`src/rtl/commRegsPkg.sv`:
```
package commRegsPkg;

  localparam int NUM_DESC = 4;

  localparam logic [7:0] OFF_RX_CMD    = 8'h16;
  localparam logic [7:0] OFF_TX_CMD    = 8'h1C;
  localparam logic [7:0] OFF_DESC_BASE = 8'h40;
  localparam logic [7:0] OFF_BANK      = 8'h60;
  localparam logic [7:0] OFF_STAT0     = 8'h88;
  localparam logic [7:0] OFF_STAT1     = 8'h8A;
  localparam logic [7:0] OFF_CPU_RST   = 8'hC0;
  localparam logic [7:0] CMD_START     = 8'h8C;

  typedef struct packed {
    logic                rxCmd;
    logic                txCmd;
    logic [NUM_DESC-1:0] desc;
    logic                stat0;
    logic                stat1;
    logic                cpuRst;
    logic                bank;
  } wrStrobes_t;

  typedef enum logic [2:0] {
    RD_ZERO,
    RD_DESC,
    RD_STAT0,
    RD_STAT1,
    RD_BANK
  } rdSel_t;

endpackage

```
`src/rtl/commRegsDecode.sv`:
```
module commRegsDecode
  import commRegsPkg::*;
#(
  parameter int ADDR_W = 8,
  localparam int DIDX_W = (NUM_DESC > 1) ? $clog2(NUM_DESC) : 1
) (
  input  logic              busWrite,
  input  logic [ADDR_W-1:0] busAddr,
  output wrStrobes_t        strobes,
  output rdSel_t            rdSel,
  output logic [DIDX_W-1:0] descIdx
);

  logic [NUM_DESC-1:0] descMatch;

  for (genvar g = 0; g < NUM_DESC; g++) begin : gDescMatch
    assign descMatch[g] = (busAddr == ADDR_W'(int'(OFF_DESC_BASE) + 2 * g));
  end

  logic hitRx, hitTx, hitStat0, hitStat1, hitCpu, hitBank;

  assign hitRx    = (busAddr == ADDR_W'(OFF_RX_CMD));
  assign hitTx    = (busAddr == ADDR_W'(OFF_TX_CMD));
  assign hitStat0 = (busAddr == ADDR_W'(OFF_STAT0));
  assign hitStat1 = (busAddr == ADDR_W'(OFF_STAT1));
  assign hitCpu   = (busAddr == ADDR_W'(OFF_CPU_RST));
  assign hitBank  = (busAddr == ADDR_W'(OFF_BANK));

  always_comb begin
    strobes.rxCmd  = busWrite && hitRx;
    strobes.txCmd  = busWrite && hitTx;
    strobes.desc   = busWrite ? descMatch : '0;
    strobes.stat0  = busWrite && hitStat0;
    strobes.stat1  = busWrite && hitStat1;
    strobes.cpuRst = busWrite && hitCpu;
    strobes.bank   = busWrite && hitBank;
  end

  always_comb begin
    descIdx = '0;
    for (int i = 0; i < NUM_DESC; i++) begin
      if (descMatch[i]) descIdx = DIDX_W'(i);
    end
  end

  always_comb begin
    if (|descMatch)    rdSel = RD_DESC;
    else if (hitStat0) rdSel = RD_STAT0;
    else if (hitStat1) rdSel = RD_STAT1;
    else if (hitBank)  rdSel = RD_BANK;
    else               rdSel = RD_ZERO;
  end

endmodule

```
`src/rtl/commRegsData.sv`:
```
module commRegsData
  import commRegsPkg::*;
#(
  parameter int DATA_W = 16,
  localparam int BYTE_W = 8,
  localparam int DIDX_W = (NUM_DESC > 1) ? $clog2(NUM_DESC) : 1
) (
  input  logic              clk,
  input  logic              rstN,
  input  wrStrobes_t        strobes,
  input  rdSel_t            rdSel,
  input  logic [DIDX_W-1:0] descIdx,
  input  logic [DATA_W-1:0] wrData,
  output logic [DATA_W-1:0] rdData,
  output logic              rxIrq,
  output logic              txIrq,
  output logic              cpuHold,
  output logic              ramBankHigh
);

  logic [DATA_W-1:0] descReg [NUM_DESC];
  logic [DATA_W-1:0] stat0Reg, stat1Reg;
  logic              cmdHit;

  assign cmdHit = (wrData[BYTE_W-1:0] == CMD_START);

  for (genvar g = 0; g < NUM_DESC; g++) begin : gDesc
    always_ff @(posedge clk or negedge rstN) begin
      if (!rstN)                descReg[g] <= '0;
      else if (strobes.desc[g]) descReg[g] <= {wrData[BYTE_W-1:0], descReg[g][DATA_W-1:BYTE_W]};
    end
  end

  always_ff @(posedge clk or negedge rstN) begin
    if (!rstN) begin
      stat0Reg    <= '0;
      stat1Reg    <= '0;
      rxIrq       <= 1'b0;
      txIrq       <= 1'b0;
      cpuHold     <= 1'b1;
      ramBankHigh <= 1'b0;
    end else begin
      if (strobes.stat0)  stat0Reg    <= wrData;
      if (strobes.stat1)  stat1Reg    <= wrData;
      if (strobes.rxCmd)  rxIrq       <= cmdHit;
      if (strobes.txCmd)  txIrq       <= cmdHit;
      if (strobes.cpuRst) cpuHold     <= ~|wrData;
      if (strobes.bank)   ramBankHigh <= |wrData;
    end
  end

  always_comb begin
    case (rdSel)
      RD_DESC:  rdData = descReg[descIdx];
      RD_STAT0: rdData = stat0Reg;
      RD_STAT1: rdData = stat1Reg;
      RD_BANK:  rdData = DATA_W'(ramBankHigh);
      default:  rdData = '0;
    endcase
  end

endmodule

```
`src/rtl/commRegs.sv`:
```
module commRegs
  import commRegsPkg::*;
#(
  parameter int ADDR_W = 8,
  parameter int DATA_W = 16,
  localparam int DIDX_W = (NUM_DESC > 1) ? $clog2(NUM_DESC) : 1
) (
  input  logic              clk,
  input  logic              rstN,
  input  logic              busWrite,
  input  logic [ADDR_W-1:0] busAddr,
  input  logic [DATA_W-1:0] busWrData,
  output logic [DATA_W-1:0] busRdData,
  output logic              rxIrq,
  output logic              txIrq,
  output logic              cpuHold,
  output logic              ramBankHigh
);

  wrStrobes_t        strobes;
  rdSel_t            rdSel;
  logic [DIDX_W-1:0] descIdx;

  commRegsDecode #(.ADDR_W(ADDR_W)) u_decode (
    .busWrite (busWrite),
    .busAddr  (busAddr),
    .strobes  (strobes),
    .rdSel    (rdSel),
    .descIdx  (descIdx)
  );

  commRegsData #(.DATA_W(DATA_W)) u_data (
    .clk         (clk),
    .rstN        (rstN),
    .strobes     (strobes),
    .rdSel       (rdSel),
    .descIdx     (descIdx),
    .wrData      (busWrData),
    .rdData      (busRdData),
    .rxIrq       (rxIrq),
    .txIrq       (txIrq),
    .cpuHold     (cpuHold),
    .ramBankHigh (ramBankHigh)
  );

endmodule

```
`config.mk`:
```
export PLATFORM = sky130hd
export DESIGN_NAME = commRegs
export DESIGN_NICKNAME = d
export VERILOG_FILES = /design/src/rtl/commRegsPkg.sv /design/src/rtl/commRegsDecode.sv /design/src/rtl/commRegsData.sv /design/src/rtl/commRegs.sv
export SDC_FILE = /design/constraint.sdc
export NUM_CORES = 1
export LEC_CHECK = 0
export CORE_MARGIN = 2
export CORE_UTILIZATION = 52
export DETAILED_ROUTE_END_ITERATION = 7
export GPL_ROUTABILITY_DRIVEN = 1
export PLACE_DENSITY_LB_ADDON = 0.08
export SLEW_MARGIN = 10
export SYNTH_ARGS = -nofsm -noshare
export SYNTH_HDL_FRONTEND = slang
export SYNTH_SLANG_ARGS = --single-unit
```
`constraint.sdc`:
```
create_clock -name clk -period 1.8 [get_ports clk]
set_input_delay 0.36 -clock clk [delete_from_list [all_inputs] [get_ports clk]]
set_output_delay 0.36 -clock clk [all_outputs]
set_load 0.005 [all_outputs]
```
* Yosys cells after proc, flatten, opt, wreduce, memory -nomap -nowiden *
Index checks and enable logic that the tools add are counted.

word-level totals
  register bits after elaboration = 100
  word-level logic and storage cells = 48

operators by class
  order comparisons = 1
  equal/unequal tests = 15
  multiplexer cells = 12
  bitwise logic cells = 1
  reductions and logical operators = 9

operator list
  operator                                                  number
  case mux 16 bit (4 select lines)                          1
  == test 8 x 7 -> 1 bit, second input constant             5
  binary-select mux 16 bit (select 2 bit)                   1
  == test 8 bit, second input constant                      4
  two-way mux 16 bit                                        2
  == test 8 x 5 -> 1 bit, second input constant             2
  OR reduction 16 bit                                       1
  two-way mux 3 bit                                         4
  == test 3 x 2 -> 1 bit, second input constant             2
  logical AND 1 bit                                         6
  two-way mux 2 bit                                         2
  two-way mux 4 bit                                         1
  OR reduction 4 bit                                        1
  == test 3 x 1 -> 1 bit, second input constant             1
  == test 3 bit, second input constant                      1
  greater-or-equal comparator 3 bit, second input constant  1
  NOT 2 -> 3 bit                                            1
  zero test 1 bit                                           1
  two-way mux 1 bit                                         1

* Logic depth before layout (Yosys ltp) *
  word-level depth = 9
  gate-level depth with buffers = 7

* Cells and area by module *
A second synthesis with hierarchy kept.

second synthesis, totals
  cell total of the unflattened synthesis = 385
  area, all modules = 4987.3 um2

by module, submodules not included
  module          times used  cells each  area an instance (um2)  seq. area each (um2)
  commRegsData    1           353         4759.6                  2503.7
  commRegsDecode  1           32          227.7                   0.0

* Worst setup path after synthesis *
No wires, ideal clock.

  kind = input to output
  from = input port busAddr[1]
  to = output port busRdData[2]
  data arrival time = 1.530 ns
  path slack = -0.090 ns
  stages on the path = 5
  path buffers = 2
  cells stage by stage = buf_2 buf_1 mux2i_1 o22ai_1 o21a_1

between the ends
  longest elaborated chain between the ends = 9
  elaborated cells between the ends (all ways) = 24
  those cells by class = 11 x eq/ne; 11 x mux; 1 x bitwise; 1 x reduce/logical

RTL lines
  item                                                   line                  RTL
  start, declared                                        commRegs.sv:11        input logic [ADDR_W-1:0] busAddr,
  == test 8 x 7 -> 1 bit                                 commRegsDecode.sv:17  assign descMatch[g] = (busAddr == ADDR_W'(int'(OFF_DESC_BASE) + 2 * g));
  two-way mux 1 bit                                      commRegsDecode.sv:42  if (descMatch[i]) descIdx = DIDX_W'(i);
  two-way mux 2 bit (2 in a row)                         commRegsDecode.sv:42
  NOT 2 -> 3 bit (not written as such)                   commRegsData.sv:54    RD_DESC: rdData = descReg[descIdx];
  binary-select mux 16 bit (select 2 bit)                commRegsData.sv:54
  two-way mux 16 bit (not written as such) (2 in a row)  commRegsData.sv:54
  case mux 16 bit (4 select lines) *                     commRegsData.sv:53    case (rdSel)
  end, declared                                          commRegs.sv:13        output logic [DATA_W-1:0] busRdData,

Every way passes the cells marked *; elsewhere a longest branch is shown, timed or not. The select of a mux whose other input is x is not followed.

* Final worst setup path *
  from = input port busAddr[7]
  to = output port busRdData[0]

Same word-level chain as after synthesis.

==> reports/metrics.yaml <==
min_path:
  hp-class: "primary input to asynchronous set/reset pin"
timing:
  fmax_ghz: 0.493
  worstMarginPinSlew_ns: 0.562
  period_needed_ns: 2.03
  worst_slack_ns: -0.230
  setup_tns_ns: -3.86
  rsz0062_at_grt: "true"
  fin_hold_ws_ns: 0.0147
  relSlewSlack: 0.625
  setup_viol: 32
  skew_ns: 0.00945
  slew_viol_final: 0
  fin_crit_sh: 1.13
  hold_viol_final: 0
clock_tree:
  clkLatencyLatePin_ns: 0.37
  cts.hold.buffers_added: 0
  clkTransAtPathRegs_ns: 0.09
  tritoncts: "done"
  cts_htree_levels: 3
  cts_made_buffers: 9
  cts-root-buf: "clkbuf_8"
  ctsLongestPathBuffers: 2
  clock-sinks: 100
job:
  drv_cap: 0
power:
  power_switching_uw: 1080
  p_int_uw: 3190
  power_density_nw_per_um2: 670
  power_frac_clock: 0.326
  power.leakage_uw: 0.00312
  power_frac_seq: 0.555
  combPwrFrac: 0.119
  peakVddDrop_v: 0.000398
  switching_share: 0.253
global_routing:
  grt_pass1_wl_um: 18200
  grt_util_all_layers: 0.242
  grt_max_degree: 101
  antenna_found_initial: 0
  grt-ovfl-total: 0
  grt_pass1_vias: 3372
detailed_routing:
  firstDrtPassIters: 4
  drc: 0
  wl_per_cell_um: 20.1
  via_per_inst: 5.77
  wirelength_um: 11400
  drtAntennaViolNets: 0
  num_vias: 3252
  drtIter0Drc: 130
die:
  die_y_um: 101
  rows: 35
  dieWidth_um: 101
  ioPinCount: 47
  start_util: 0.530
  core_um2: 9150
  die_area_um2: 10100
logic_synthesis:
  ys_types: 40
  yosysWarnings: 0
  postSynthAreaPerCell_um2: 13.7
  syn_inst: 353
  syn_area_um2: 4850
  syn-num-nets: 380
  ys_seq_area_frac: 0.516
  ys_ff_latch: 100
worst_setup_path:
  crit_path_start_kind: "primary input"
  cp.required_ns: 1.44
  arrival_ns: 1.67
  worst-path-max-fanout: 7
  end_kind: "output pin"
  crit_type: "primary input to output pin"
outcome:
  status: "complete, but fails checks"
  violations: "setup timing"
finish:
  area_growth_pct: 31.4
  nets: 475
  antenna_cells: 0
  fillers: 649
  drive_above_1_share: 0.532
place:
  pre_cts_ws_ns: -0.908
  hpwl_um: 7320
  routabilityCongestion: 0.860
  portBuffers: 46
[final timing paths]
check | cells past startpoint | endpoint | startpoint | slack (ns)
max | 9 | busRdData[0] | busAddr[7] | -0.23
min | 2 | u_data.ramBankHigh$_DFFE_PN0P_ | rstN | 0.01
max reg2reg | 1 | u_data.descReg[29]$_DFFE_PN0P_ | u_data.descReg[29]$_DFFE_PN0P_ | 0.99
min reg2reg | 2 | u_data.cpuHold$_DFFE_PN1P_ | u_data.cpuHold$_DFFE_PN1P_ | 0.48
max in group asynchronous | 2 | u_data.stat1Reg[0]$_DFFE_PN0P_ | rstN | 1.33
min in group clk | 4 | u_data.cpuHold$_DFFE_PN1P_ | busAddr[5] | 0.37
[final cells by class]
class | instances | area (um2) | area share
flip-flops and latches | 100 | 2500 | 0.393
repair buffers | 106 | 1060 | 0.166
well taps | 111 | 139 | 0.0218
clock buffers | 11 | 151 | 0.0238
multi-input cells | 230 | 2470 | 0.388
inverters | 1 | 3.75 | 0.000589
clock inverters | 5 | 42.5 | 0.00667
[synth_stat cells (all sizes together)]
library cell  count  area (um2)
a31oi             1        6.26
nor4              1        6.26
mux2             99        1150
nor4bb            1        10.0
mux4              1        22.5
o21ai            15        75.1
and2              2        15.0
and4              1        8.76
nand4b            1        8.76
or3b              1        8.76
nand4             3        48.8
nor4b             1        23.8
mux2i            47         470
o22ai            15        93.8
nor2b             1        6.26
nor2              7        28.8
dfstp             1        26.3
dfrtp            99        2480
or3               1        6.26
nand2             5        21.3
or4               3        22.5
nand3             4        25.0
nor3              3        26.3
or2               1        6.26
clkbuf            5        18.8
or2b              1        7.51
inv               1        3.75
buf              17         110
o21a             15         113
[power by group through the flow]
stage,clock network [uW],logic (uW),registers (uW)
5_1_grt,1510,551,2380
6_report,1390,508,2370
3_3_place_gp,0,486,2410
2_1_floorplan,0,203,2400
4_1_cts,1440,504,2370
3_5_place_dp,0,492,2410
[per-stage QoR]
step	area (um2)	power, uW	std cells	utilization
floorplan	4850	2600	353	-
global placement	5860	2890	539	0.640
detailed placement	5860	2900	539	0.640
CTS	6310	4310	566	0.689
global route	6370	4440	564	0.696
finish	6370	4270	564	0.696
[cell usage in the layout, fill, tap and decap left out, drive strengths merged, types with 2 or more instances in the layout]
cell type	n
o21a	15
clkbuf	11
nor3	3
o21ai	15
and2	2
dlygate4sd2	3
mux2	99
clkinv	3
nand2	5
buf	82
inv	3
or4	3
nand4	3
dlymetal6s2s	2
mux2i	47
clkdlybuf4s50	19
o22ai	15
nor2	7
dfrtp	99
nand3	4
[routing by layer]
layer / part of all wire / GRT usage / vias up / wire (um)
li1: - / - / 1499 / -
met3: 0.026 / 0.0333 / 18 / 295
met4: 0.022 / 0.0896 / 0 / 249
met5: 0 / 0 / - / 0
met1: 0.47 / 0.336 / 1689 / 5320
met2: 0.48 / 0.392 / 46 / 5490
[kinds of logic (layout without fill, tap and decap cells)]
group           count (synthesis)  count (layout)  synth area share
compound gates                 46              46            0.0593
buf+inv                        23             123            0.0273
flops                         100             100             0.516
mux                           147             147             0.339
simple gates                   37              37            0.0578
[state kept, by name, indices dropped and copies added, names as in the netlist]
| name | cells |
|---|---|
| u_data.rxIrq | 1 |
| u_data.ramBankHigh | 1 |
| u_data.stat0Reg | 16 |
| u_data.descReg | 64 |
| u_data.txIrq | 1 |
| u_data.stat1Reg | 16 |
| u_data.cpuHold | 1 |
[what timing repair did]
| action | in CTS | in global routing |
|---|---|---|
| setup endpoints to repair | 100 | 47 |
| setup buffers | 8 | 0 |
| pin swaps | 32 | 23 |
| resized for setup | 148 | 24 |
| cloned | 3 | 0 |
[worst max-delay path, stage by stage]
cell and delay (ns):
buf_8 0.10, nor4b_4 0.31, nand2_2 0.17, buf_6 0.17, buf_16 0.14, buf_8 0.13
nor2_4 0.12, a31oi_4 0.03, buf_2 0.13
No activity file was read; power rests on OpenSTA's default activity.
